<file path="src/rtl/cs_pkg.sv">
`timescale 1ns/1ps
package cs_pkg;

   typedef enum logic [1:0] {
      MODE_SLEEP = 2'b00,
      MODE_PAL60 = 2'b01,
      MODE_PAL   = 2'b10,
      MODE_NTSC  = 2'b11
   } cs_mode_e;

   localparam logic [7:0] PH_CODE_NTSC  = 8'd128;
   localparam logic [7:0] PH_CODE_PAL_P = 8'd96;
   localparam logic [7:0] PH_CODE_PAL_N = 8'd160;

   // rounded accumulator step for a subcarrier frequency at a given clock
   function automatic longint unsigned phase_step(input longint unsigned f_hz,
                                                  input longint unsigned clk_hz,
                                                  input int unsigned     acc_w);
      return ((f_hz << acc_w) + (clk_hz >> 1)) / clk_hz;
   endfunction

endpackage

</file>
<file path="src/rtl/cs_phase_acc.sv">
`timescale 1ns/1ps
module cs_phase_acc #(
   parameter int ACC_W = 32
) (
   input  logic             clk,
   input  logic             rst_n,
   input  logic             step_i,
   input  logic             load_i,
   input  logic [ACC_W-1:0] inc_i,
   input  logic [ACC_W-1:0] load_val_i,
   output logic [ACC_W-1:0] acc_o,
   output logic             wrap_o
);

   logic [ACC_W:0] sum;

   assign sum    = {1'b0, acc_o} + {1'b0, inc_i};
   assign wrap_o = step_i && !load_i && sum[ACC_W];

   always_ff @(posedge clk) begin
      if (!rst_n)      acc_o <= '0;
      else if (load_i) acc_o <= load_val_i;
      else if (step_i) acc_o <= sum[ACC_W-1:0];
   end

endmodule

</file>
<file path="src/rtl/cs_sine_lut.sv">
`timescale 1ns/1ps
module cs_sine_lut #(
   parameter int ACC_W  = 32,
   parameter int QBITS  = 6,
   parameter int SAMP_W = 9
) (
   input  logic                     clk,
   input  logic                     rst_n,
   input  logic                     en_i,
   input  logic [ACC_W-1:0]         phase_i,
   output logic signed [SAMP_W-1:0] sin_o,
   output logic signed [SAMP_W-1:0] cos_o
);

   localparam int IDX_W = QBITS + 2;
   localparam int QN    = 1 << QBITS;
   localparam int AMP   = (1 << (SAMP_W - 1)) - 1;

   logic signed [SAMP_W-1:0] qtab [QN];

   // quarter wave sampled at half-step offsets so both mirrors line up
   for (genvar k = 0; k < QN; k++) begin : g_tab
      localparam real ANG = 3.14159265358979 * (2.0 * k + 1.0) / (4.0 * QN);
      localparam int  VAL = int'(AMP * $sin(ANG));
      assign qtab[k] = SAMP_W'(VAL);
   end

   function automatic logic signed [SAMP_W-1:0] fold(input logic [IDX_W-1:0] ix);
      logic [QBITS-1:0]         fine;
      logic signed [SAMP_W-1:0] mag;
      fine = ix[IDX_W-2] ? ~ix[QBITS-1:0] : ix[QBITS-1:0];
      mag  = qtab[fine];
      return ix[IDX_W-1] ? -mag : mag;
   endfunction

   logic [IDX_W-1:0] s_idx, c_idx;

   assign s_idx = phase_i[ACC_W-1 -: IDX_W];
   assign c_idx = s_idx + IDX_W'(QN);

   always_ff @(posedge clk) begin
      if (!rst_n || !en_i) begin
         sin_o <= '0;
         cos_o <= '0;
      end else begin
         sin_o <= fold(s_idx);
         cos_o <= fold(c_idx);
      end
   end

endmodule

</file>
<file path="src/rtl/cs_burst_gate.sv">
`timescale 1ns/1ps
module cs_burst_gate
   import cs_pkg::*;
#(
   parameter int CNT_W = 4
) (
   input  logic             clk,
   input  logic             rst_n,
   input  logic             sleep_i,
   input  logic             pal_i,
   input  logic             seq_i,
   input  logic             line_start_i,
   input  logic             open_i,
   input  logic             vblank_i,
   input  logic             wrap_i,
   input  logic [CNT_W-1:0] last_i,
   output logic             burst_en_o,
   output logic             pal_sw_o,
   output logic [7:0]       phase_o
);

   logic [CNT_W-1:0] wcnt;

   always_ff @(posedge clk) begin
      if (!rst_n) begin
         burst_en_o <= 1'b0;
         wcnt       <= '0;
      end else if (sleep_i) begin
         burst_en_o <= 1'b0;
      end else if (open_i && !vblank_i) begin
         burst_en_o <= 1'b1;
         wcnt       <= '0;
      end else if (burst_en_o && wrap_i) begin
         if (wcnt == last_i) burst_en_o <= 1'b0;
         else                wcnt       <= wcnt + 1'b1;
      end
   end

   always_ff @(posedge clk) begin
      if (!rst_n || !pal_i || seq_i) pal_sw_o <= 1'b0;
      else if (line_start_i)         pal_sw_o <= ~pal_sw_o;
   end

   always_comb begin
      if (sleep_i)     phase_o = 8'd0;
      else if (!pal_i) phase_o = PH_CODE_NTSC;
      else             phase_o = pal_sw_o ? PH_CODE_PAL_N : PH_CODE_PAL_P;
   end

endmodule

</file>
<file path="src/rtl/chroma_carrier_gen.sv">
`timescale 1ns/1ps
module chroma_carrier_gen
   import cs_pkg::*;
#(
   parameter int          ACC_W       = 32,
   parameter int          QBITS       = 6,
   parameter int          SAMP_W      = 9,
   parameter int          PIX_W       = 11,
   parameter int          LINE_W      = 10,
   parameter int          HSYNC_CLKS  = 64,
   parameter int          BURST_GAP   = 8,
   parameter int          CYC_NTSC    = 9,
   parameter int          CYC_PAL     = 10,
   parameter longint      CLK_HZ      = 27000000,
   parameter longint      FSC_NTSC_HZ = 3579545,
   parameter longint      FSC_PAL_HZ  = 4433619,
   parameter logic [31:0] SEQ_PHASE   = 32'd0
) (
   input  logic                     clk,
   input  logic                     rst_n,
   input  logic [1:0]               mode_i,
   input  logic [PIX_W-1:0]         pix_cnt_i,
   input  logic [LINE_W-1:0]        line_cnt_i,
   input  logic [2:0]               field_idx_i,
   input  logic                     vblank_i,
   output logic signed [SAMP_W-1:0] sin_o,
   output logic signed [SAMP_W-1:0] cos_o,
   output logic                     burst_en_o,
   output logic [7:0]               burst_phase_o,
   output logic                     pal_sw_o
);

   localparam int         BURST_POS = HSYNC_CLKS + BURST_GAP;
   localparam int         CYC_MAX   = (CYC_NTSC > CYC_PAL) ? CYC_NTSC : CYC_PAL;
   localparam int         CNT_W     = $clog2(CYC_MAX + 1);
   localparam logic [ACC_W-1:0] INC_NTSC =
      ACC_W'(phase_step(longint'(FSC_NTSC_HZ), longint'(CLK_HZ), ACC_W));
   localparam logic [ACC_W-1:0] INC_PAL  =
      ACC_W'(phase_step(longint'(FSC_PAL_HZ), longint'(CLK_HZ), ACC_W));

   if (ACC_W < QBITS + 4 || ACC_W > 32) begin : g_bad_acc
      $error("ACC_W out of range");
   end
   if (QBITS < 2 || QBITS > 8) begin : g_bad_q
      $error("QBITS out of range");
   end
   if (SAMP_W < 4 || SAMP_W > 16) begin : g_bad_samp
      $error("SAMP_W out of range");
   end
   if (BURST_POS >= (1 << PIX_W)) begin : g_bad_pos
      $error("burst position does not fit the pixel count");
   end
   if (CYC_NTSC < 1 || CYC_PAL < 1) begin : g_bad_cyc
      $error("burst length must be positive");
   end

   cs_mode_e   mode;
   logic       sleep, pal, seq_start, wrap;
   logic [ACC_W-1:0] inc, acc;
   logic [CNT_W-1:0] last_wrap;

   assign mode      = cs_mode_e'(mode_i);
   assign sleep     = (mode == MODE_SLEEP);
   assign pal       = (mode == MODE_PAL) || (mode == MODE_PAL60);
   assign inc       = pal ? INC_PAL : INC_NTSC;
   assign last_wrap = pal ? CNT_W'(CYC_PAL - 1) : CNT_W'(CYC_NTSC - 1);
   assign seq_start = !sleep && (pix_cnt_i == '0) && (line_cnt_i == '0) &&
                      (pal ? (field_idx_i == 3'd0) : (field_idx_i[1:0] == 2'd0));

   cs_phase_acc #(.ACC_W(ACC_W)) u_acc (
      .clk        (clk),
      .rst_n      (rst_n),
      .step_i     (!sleep),
      .load_i     (seq_start),
      .inc_i      (inc),
      .load_val_i (ACC_W'(SEQ_PHASE)),
      .acc_o      (acc),
      .wrap_o     (wrap)
   );

   cs_sine_lut #(.ACC_W(ACC_W), .QBITS(QBITS), .SAMP_W(SAMP_W)) u_lut (
      .clk     (clk),
      .rst_n   (rst_n),
      .en_i    (!sleep),
      .phase_i (acc),
      .sin_o   (sin_o),
      .cos_o   (cos_o)
   );

   cs_burst_gate #(.CNT_W(CNT_W)) u_gate (
      .clk          (clk),
      .rst_n        (rst_n),
      .sleep_i      (sleep),
      .pal_i        (pal),
      .seq_i        (seq_start),
      .line_start_i (pix_cnt_i == '0),
      .open_i       (pix_cnt_i == PIX_W'(BURST_POS)),
      .vblank_i     (vblank_i),
      .wrap_i       (wrap),
      .last_i       (last_wrap),
      .burst_en_o   (burst_en_o),
      .pal_sw_o     (pal_sw_o),
      .phase_o      (burst_phase_o)
   );

endmodule

</file>
<file path="config.mk">
export PLATFORM = sky130hd
export DESIGN_NAME = chroma_carrier_gen
export DESIGN_NICKNAME = d
export VERILOG_FILES = /design/src/rtl/cs_pkg.sv /design/src/rtl/cs_phase_acc.sv /design/src/rtl/cs_sine_lut.sv /design/src/rtl/cs_burst_gate.sv /design/src/rtl/chroma_carrier_gen.sv
export SDC_FILE = /design/constraint.sdc
export NUM_CORES = 1
export LEC_CHECK = 0
export ABC_AREA = 1
export ABC_CLOCK_PERIOD_IN_PS = 2250
export CAP_MARGIN = 20
export CORE_UTILIZATION = 31
export CTS_CLUSTER_DIAMETER = 120
export DETAILED_ROUTE_END_ITERATION = 16
export HOLD_SLACK_MARGIN = 0.12
export MAX_ROUTING_LAYER = met4
export SLEW_MARGIN = 10
export SYNTH_ARGS = -nofsm -noshare
export SYNTH_HDL_FRONTEND = slang
export SYNTH_SLANG_ARGS = --single-unit
</file>
<file path="constraint.sdc">
create_clock -name clk -period 2.25 [get_ports clk]
set_input_delay 0.225 -clock clk [delete_from_list [all_inputs] [get_ports clk]]
set_output_delay 0.225 -clock clk [all_outputs]
set_load 0.005 [all_outputs]
</file>
==> flow_results.org, run 1 <==
** Cells and area
- Share of post-route cells with drive strength above 1 :: between 30% and 40%
- In the final design database the tool counted 1229 nets.
- Layout-stage area growth over the synthesis result :: 47.96%
- Final instance count without filler cells :: 1403
- The top cell types in the final layout, fill and taps aside, are nand2_1, buf_4, inv_1, nor2_1, nand3_1.
- Number of antenna cells inserted :: 0
- Commonest non-fill, non-tap cell in the layout :: nand2_1

** GRT
- The via count of the first global-routing pass was around 6000.
- Largest net degree at the start of global routing :: 25
- Total routing resource utilization after global routing :: 19.33%
- Initial antenna violation count :: 0
- Global-route congestion overflow total :: 0
- Wire length of the first global-routing pass :: 28.57 mm

** Synth
- Area of the mapped netlist :: 5724 um^2
- In this run, synthesis produced a sequential element count of 56.
- After synthesis, the share of flip-flops with an asynchronous set or reset is 0%.
- Count of flip-flops with a built-in enable after synthesis :: 0
- Main synth FF type :: dfxtp_1
- Yosys cell types :: 56
- Leading cell types by total area after synthesis :: dfxtp_1, nand2_1, nand3_1
- Post-Synthesis Mean Instance Area :: 5.932 um^2
- Portion of the post-synthesis area used by sequential elements :: 19.58%
- The largest total area in the synthesized netlist belongs to dfxtp_1.
- Share of the synthesized area in the top cell type :: 19.58%
- Synthesized instance count :: 965
- The Yosys step of the flow raised 0 warnings.

** Clock network
- Later-pin clock latency in the skew report :: between 0.3 and 0.4 ns
- Hold repair after CTS inserted 0 buffers.
- Number of buffers created by CTS :: 5
- CTS tree :: built
- Counting along the longest clock path gives a buffer depth of 2.
- After clock tree synthesis, the clock-pin slew on the worst setup and hold paths is 0.08 ns.
- Buffer cell driving the clock tree root :: clkbuf_16
- Sink Count :: 56
- The clock tree synthesis step divided the H-tree into 2 levels.

** Drt
- Number of design rule violations left after detail routing :: 0
- The routed design has about 18 mm of wire.
- Total iterations of the first detailed-routing run :: 5
- The final route contains ~6800 vias.
- Antenna Nets Post-Route :: 0
- Dividing the detail-routed via count by the number of cells gives slightly below 5.
- After the first detailed-routing iteration, the DRC count stood at 382.
- Wire length per cell after detailed routing :: 12.87 um

** Outcome
- The run finished with clean final reports.

** Timing
- The final count of pins violating max slew is 0.
- Measured against its own limit, the worst slew margin works out to a little over half.
- Across all hold checks on the routed design, the worst slack comes to 0.4753 ns.
- Final worst slack :: between 0.01 and 0.015 ns
- Setup repair after global routing could not meet its margin everywhere.
- The final count of hold timing violations was 0.
- Clock skew after layout :: 0.009363 ns
- Achievable frequency :: 446.5 MHz
- For the pin with the worst max-slew slack, the measured transition is 0.7075 ns.
- Final period util :: 99.54%
- TNS Setup :: 0 ns
- Setup violation total in the final timing report :: 0
- Shortest clock period the worst path allows after layout :: about 2.2 ns

** Power
- The worst-case IR drop observed on VDD is 456.5 uV.
- For this design the ratio of total power to cell area is between 800 and 900 nW/um^2.
- The analysis attributes to cell leakage a power of between 4 and 5 nW.

** Placement
- Once detailed placement completed, the half-perimeter wirelength came to between 10 and 15 mm.
- At the end of routability-driven placement, the weighted congestion stood at between 0.9 and 1.
- Buffers placed on the I/O ports in this run total 51.
- After detailed placement, the design holds a cell count of 1371.
- Worst Setup Slack post-DPL :: -0.4967 ns

** Job
- Across the run, the number of max-cap violations was 0.

** Worst setup path
- Data on the critical path arrives at its endpoint at roughly 2.5 ns.
- The worst setup path is captured at a flop.
- The critical path is of the reg -> reg type.
- Maximum fanout along the worst path :: 5
- WP data required :: 2.46 ns
- Type of origin of the critical path :: flop

** Die
- The die is 137.9 um tall.
- The die is approximately 140 um wide.
- Cell Rows :: 49
- Number of primary I/O pins :: 57
- The die covers ~19000 um^2.
- Std-Cell Core Area :: ~18000 um^2
- Initial Utilization :: 31.76%

** Min path
- Type of the worst min-delay path :: reg -> reg
==> metal layers <==
metal	global-route usage (%)	share of wire, %	up-vias	wire length [um]
met4	3.925	1.4	0	259
met2	31.22	46	160	8303
met3	2.266	3.7	19	673
met5	-	0	-	0
li1	-	-	3513	-
met1	25.82	49	3067	8814
==> timing repair <==
| item | 4_1_cts | 5_1_grt |
|---|---|---|
| cloned | 0 | 2 |
| endpoints found under the setup margin | 31 | 29 |
| gates resized for setup | 54 | 106 |
| setup buffers | 15 | 7 |
| pin swaps | 30 | 48 |
==> logic make-up after synthesis <==
logic type               Yosys count  synth area share (%)
AND/OR/NAND/NOR                  537                 42.56
buffers and inverters            167                 13.40
AO/OA/AOI/OAI                    164                 16.24
flip-flops                        56                 19.58
adder cells (fa/ha/maj)           27                 5.902
XOR/XNOR                          13                 2.251
other                              1               0.06551
==> critical path: stages (launching register included) <==
cell and delay, ns:
dfxtp_4 0.41, inv_4 0.06, nand2_4 0.09, nand2_8 0.08, buf_4 0.15, ha_1 0.31, a21oi_1 0.16, nor2_2 0.07
buf_4 0.12, buf_4 0.12, buf_4 0.13, nand3_4 0.08, nor2_4 0.05, nand2_2 0.08, nand3_1 0.10, nand2_1 0.09
nor2_1 0.04
==> where the power goes <==
part | internal, mW | switching [mW] | total (mW)
clock network | 0.589 | 0.413 | 1.00
logic | 2.22 | 2.58 | 4.80
registers | 1.18 | 0.147 | 1.32
==> final timing paths <==
kind	start	to	slack [ns]	depth (start not counted)
worst max register to register	u_acc.acc_o[30]	u_lut.cos_o[7]	0.01	16
worst min register to register	u_acc.acc_o[0]	u_acc.acc_o[0]	0.48	2
worst min-delay path	u_acc.acc_o[0]	u_acc.acc_o[0]	0.48	2
worst max-delay path	u_acc.acc_o[30]	u_lut.cos_o[7]	0.01	16
==> Yosys cell counts (9+ instances only) <==
cell type  number
dfxtp_1        56
a21oi_1        72
inv_1         112
nand2_2        25
o21ai_0        47
buf_4           9
nand2_1       256
nor2_2         12
nand3_1        86
o21ai_1        12
nor2_1         98
inv_2          18
buf_6          13
ha_1           27
nor3_1         14
==> through the flow <==
step                      util (%)  power (mW)  instance area [um^2]
after floorplan                  -       3.752                  5781
after global placement       41.88       5.360                  7548
after detailed placement     41.88       5.380                  7548
after CTS                    44.35       6.625                  7994
after global routing         46.99       7.687                  8469
final                        46.99       7.124                  8469
==> flip-flops by register name, indices dropped and copies added, names as in the netlist <==
name	flops
u_gate.burst_en_o	1
u_acc.acc_o	32
u_gate.wcnt	4
u_lut.sin_o	9
u_lut.cos_o	9
u_gate.pal_sw_o	1
==> layout make-up <==
type	instances	area [um^2]
repair buffers	229	1937
clock inverters	1	30.03
multi-input cells	748	4409
clock buffers	7	152.6
fillers	1873	9555
well taps	229	286.5
inverters	133	521.8
flip-flops and latches	56	1132
No activity file was read; power rests on OpenSTA's default activity.
==> run 2, diff against run 1 <==
CORE_MARGIN = 2   (was unset)
==> flow_results.org, run 2 (same netlist as run 1, synthesis figures left out) <==
** Outcome
- Outcome :: finished, final reports clean

** GRT
- The first global-routing pass estimated 29.26 mm of wire.
- Largest net degree at the start of global routing :: 36
- Via count of the first global-routing pass :: 6257
- Global routing consumed, over all layers together, 18.30% of the routing resources.
- The number of antenna violations at the first check in global routing was 0.
- Global-route congestion overflow total :: 0

** Cells and area
- The register with the most flip-flops in the final layout is u_acc.acc_o.
- The largest registers in the layout are u_acc.acc_o (32), u_lut.cos_o (9), u_lut.sin_o (9).
- 0 antenna diodes ended up in the layout.
- NumNets Final :: between 1000 and 1500
- Fillers :: 1813
- The register with the most flip-flops in the layout has 32 of them.
- Combined flip-flop and latch cell area :: 1129 um^2
- Leaving out fill and tap cells, the most frequent cell in the layout is nand2_1.
- Final instance count without filler cells :: 1403
- Layout-stage area growth over the synthesis result :: 49.03%
- The multi-input combinational cells in the finished layout cover a total of approximately 4500 um^2.
- Cells with a size suffix above 1 make up 33.39% of the layout.
- The top cell types in the final layout, fill and taps aside, are nand2_1, buf_4, inv_1, nor2_1, nand3_1.

** Worst setup path
- Data arrival at the endpoint of the critical path :: 2.43 ns
- Element type at the critical path end :: flop
- STA classifies the critical path startpoint as a flop.
- For the worst flop-to-flop path, the logic depth is 15.
- In this design, the stage delay of the slowest critical-path cell is 0.38 ns.
- Most frequent cell on the critical path :: buf_4
- Kind of critical path :: reg -> reg
- Ordered cell list for the critical path :: inv_4 > buf_4 > buf_4 > nand2_2 > nand2_4 > buf_4 > nand3_2 > nand3_4 > and2_4 > ha_4 > inv_2 > nor2_4 > nand3_4 > a21oi_2 > nor2_1
- Together, buffers and inverters on the worst path number 5.
- WP data required :: 2.47 ns
- CP top delay family :: simple AND/OR/NAND/NOR gates
- Maximum fanout along the worst path :: 8
- On the critical path, the stage with the largest delay is an instance of dfxtp_4.
- Logic depth of the worst setup path including buffers :: 15

** Die
- Cell Rows :: 49
- The core region is 18020 um^2.
- The die is 139.9 um tall.
- The initial utilization of the core area, before any placement, comes to 31.76%.
- Number of primary I/O pins :: 57
- The floorplan step defined a die boundary enclosing 19570 um^2.
- The die is 139.9 um wide.

** Timing
- Actual transition at the worst max-transition pin :: 0.6502 ns
- Achievable frequency :: 451.5 MHz
- The smallest clock period supported by the final layout is computed as between 2 and 2.5 ns.
- Summed over all failing endpoints, the final setup total negative slack is 0 ns.
- The final count of pins violating max slew came to 0.
- In this run the tightest slew margin relative to its limit is 56.39%.
- Hold slack final :: 0.4776 ns
- Setup repair after global routing could not meet its margin everywhere.
- Setup violation total in the final timing report :: 0
- Across the routed clock network, the largest skew measured is 0.01354 ns.
- The final count of hold timing violations came to 0.
- The worst path uses 98.44% of the clock period.

** Clock network
- Later-pin clock latency in the skew report :: about 0.31 ns
- Clock tree buffer depth :: 2
- Counting every sink on the clock net gives 56.
- CTS tree :: built
- The number of clock buffers added by TritonCTS is 5.
- CTS clock-pin slew for the worst setup and hold paths :: 0.09 ns
- Hold buffers post-CTS :: 0
- The H-tree generated during clock tree synthesis spans 2 levels.
- CTS placed an instance of clkbuf_16 at the clock tree root.

** Drt
- Ratio of routed vias to standard cells :: 4.828
- The routed layout has 6773 vias.
- In the final routed layout, each cell accounts on average for 12.91 um.
- Antenna Nets Post-Route :: 0
- Total iterations of the first detailed-routing run :: 5
- For this run, design rule violations remaining after detail routing come to 0.
- The detailed router finished its first iteration with 507 violations.
- For this block, the routed nets add up to around 18 mm of wire.

** Placement
- The congestion estimate from routability-driven global placement came to roughly 0.9.
- The wire-length estimate of the detail-placed layout is 13.70 mm.
- Including well taps, the total number of placed cells is 1371.
- Number of buffers added on ports :: 51

** Power
- For this design the ratio of total power to cell area is 835.0 nW/um^2.
- Summed over all cells, the static leakage comes to a little over 4 nW.
- Total power for the finished layout comes to 7.123 mW.
- Largest voltage drop on the vdd net :: ~540 uV

** Min path
- Along the worst hold path, the cell count comes to 2.
- The worst hold path belongs to the class reg -> reg.

** Job
- Max-cap violation count :: 0
run 2: final timing paths:
| kind | startpoint | to | slack, ns |
|---|---|---|---|
| hold / removal | u_acc.acc_o[0] | u_acc.acc_o[0] | 0.48 |
| setup reg to reg | u_acc.acc_o[30] | u_lut.cos_o[6] | 0.04 |
| hold reg to reg | u_acc.acc_o[0] | u_acc.acc_o[0] | 0.48 |
| setup / recovery | u_acc.acc_o[30] | u_lut.cos_o[6] | 0.04 |
run 2: repair_timing:
item,4_1_cts,5_1_grt
setup endpoints to repair,33,28
pin swaps,26,46
gates cloned,0,2
gates resized for setup,50,122
setup buffers,12,11
endpoints found under the hold margin,0,0
run 2: cell type report:
type,count,area share [%]
multi-input cells,748,52.30
repair buffers,229,23.03
flip-flops and latches,56,13.23
inverters,133,6.087
well taps,229,3.359
clock buffers,6,1.760
clock inverters,2,0.2347
run 2: per-stage QoR:
step	util (%)	setup slack, ns	cell area [um^2]
final	47.33	0.03506	8531
after global routing	47.33	-0.08513	8531
after CTS	44.18	-0.006634	7963
after detailed placement	42.02	-0.5409	7574
after global placement	42.02	-0.5051	7574
after floorplan	-	0.01252	5781
run 2: report_power, final:
part / switching, mW / leakage, nW / internal, mW
combinational: 2.62 / 3.54 / 2.24
clock: 0.439 / 0.0845 / 0.495
sequential: 0.146 / 0.465 / 1.18
run 2: metal layers:
layer	GRT usage [%]	routed length (um)	vias to the layer above
li1	-	-	3522
met5	-	0	-
met1	24.66	8628	3080
met3	2.306	748	13
met4	2.842	150	0
met2	29.96	8586	158
run 2: worst min-delay path, cell delays in order, from the launching register on:
cell and delay (ns):
dfxtp_1 0.33, nand2_1 0.06, a21oi_1 0.05
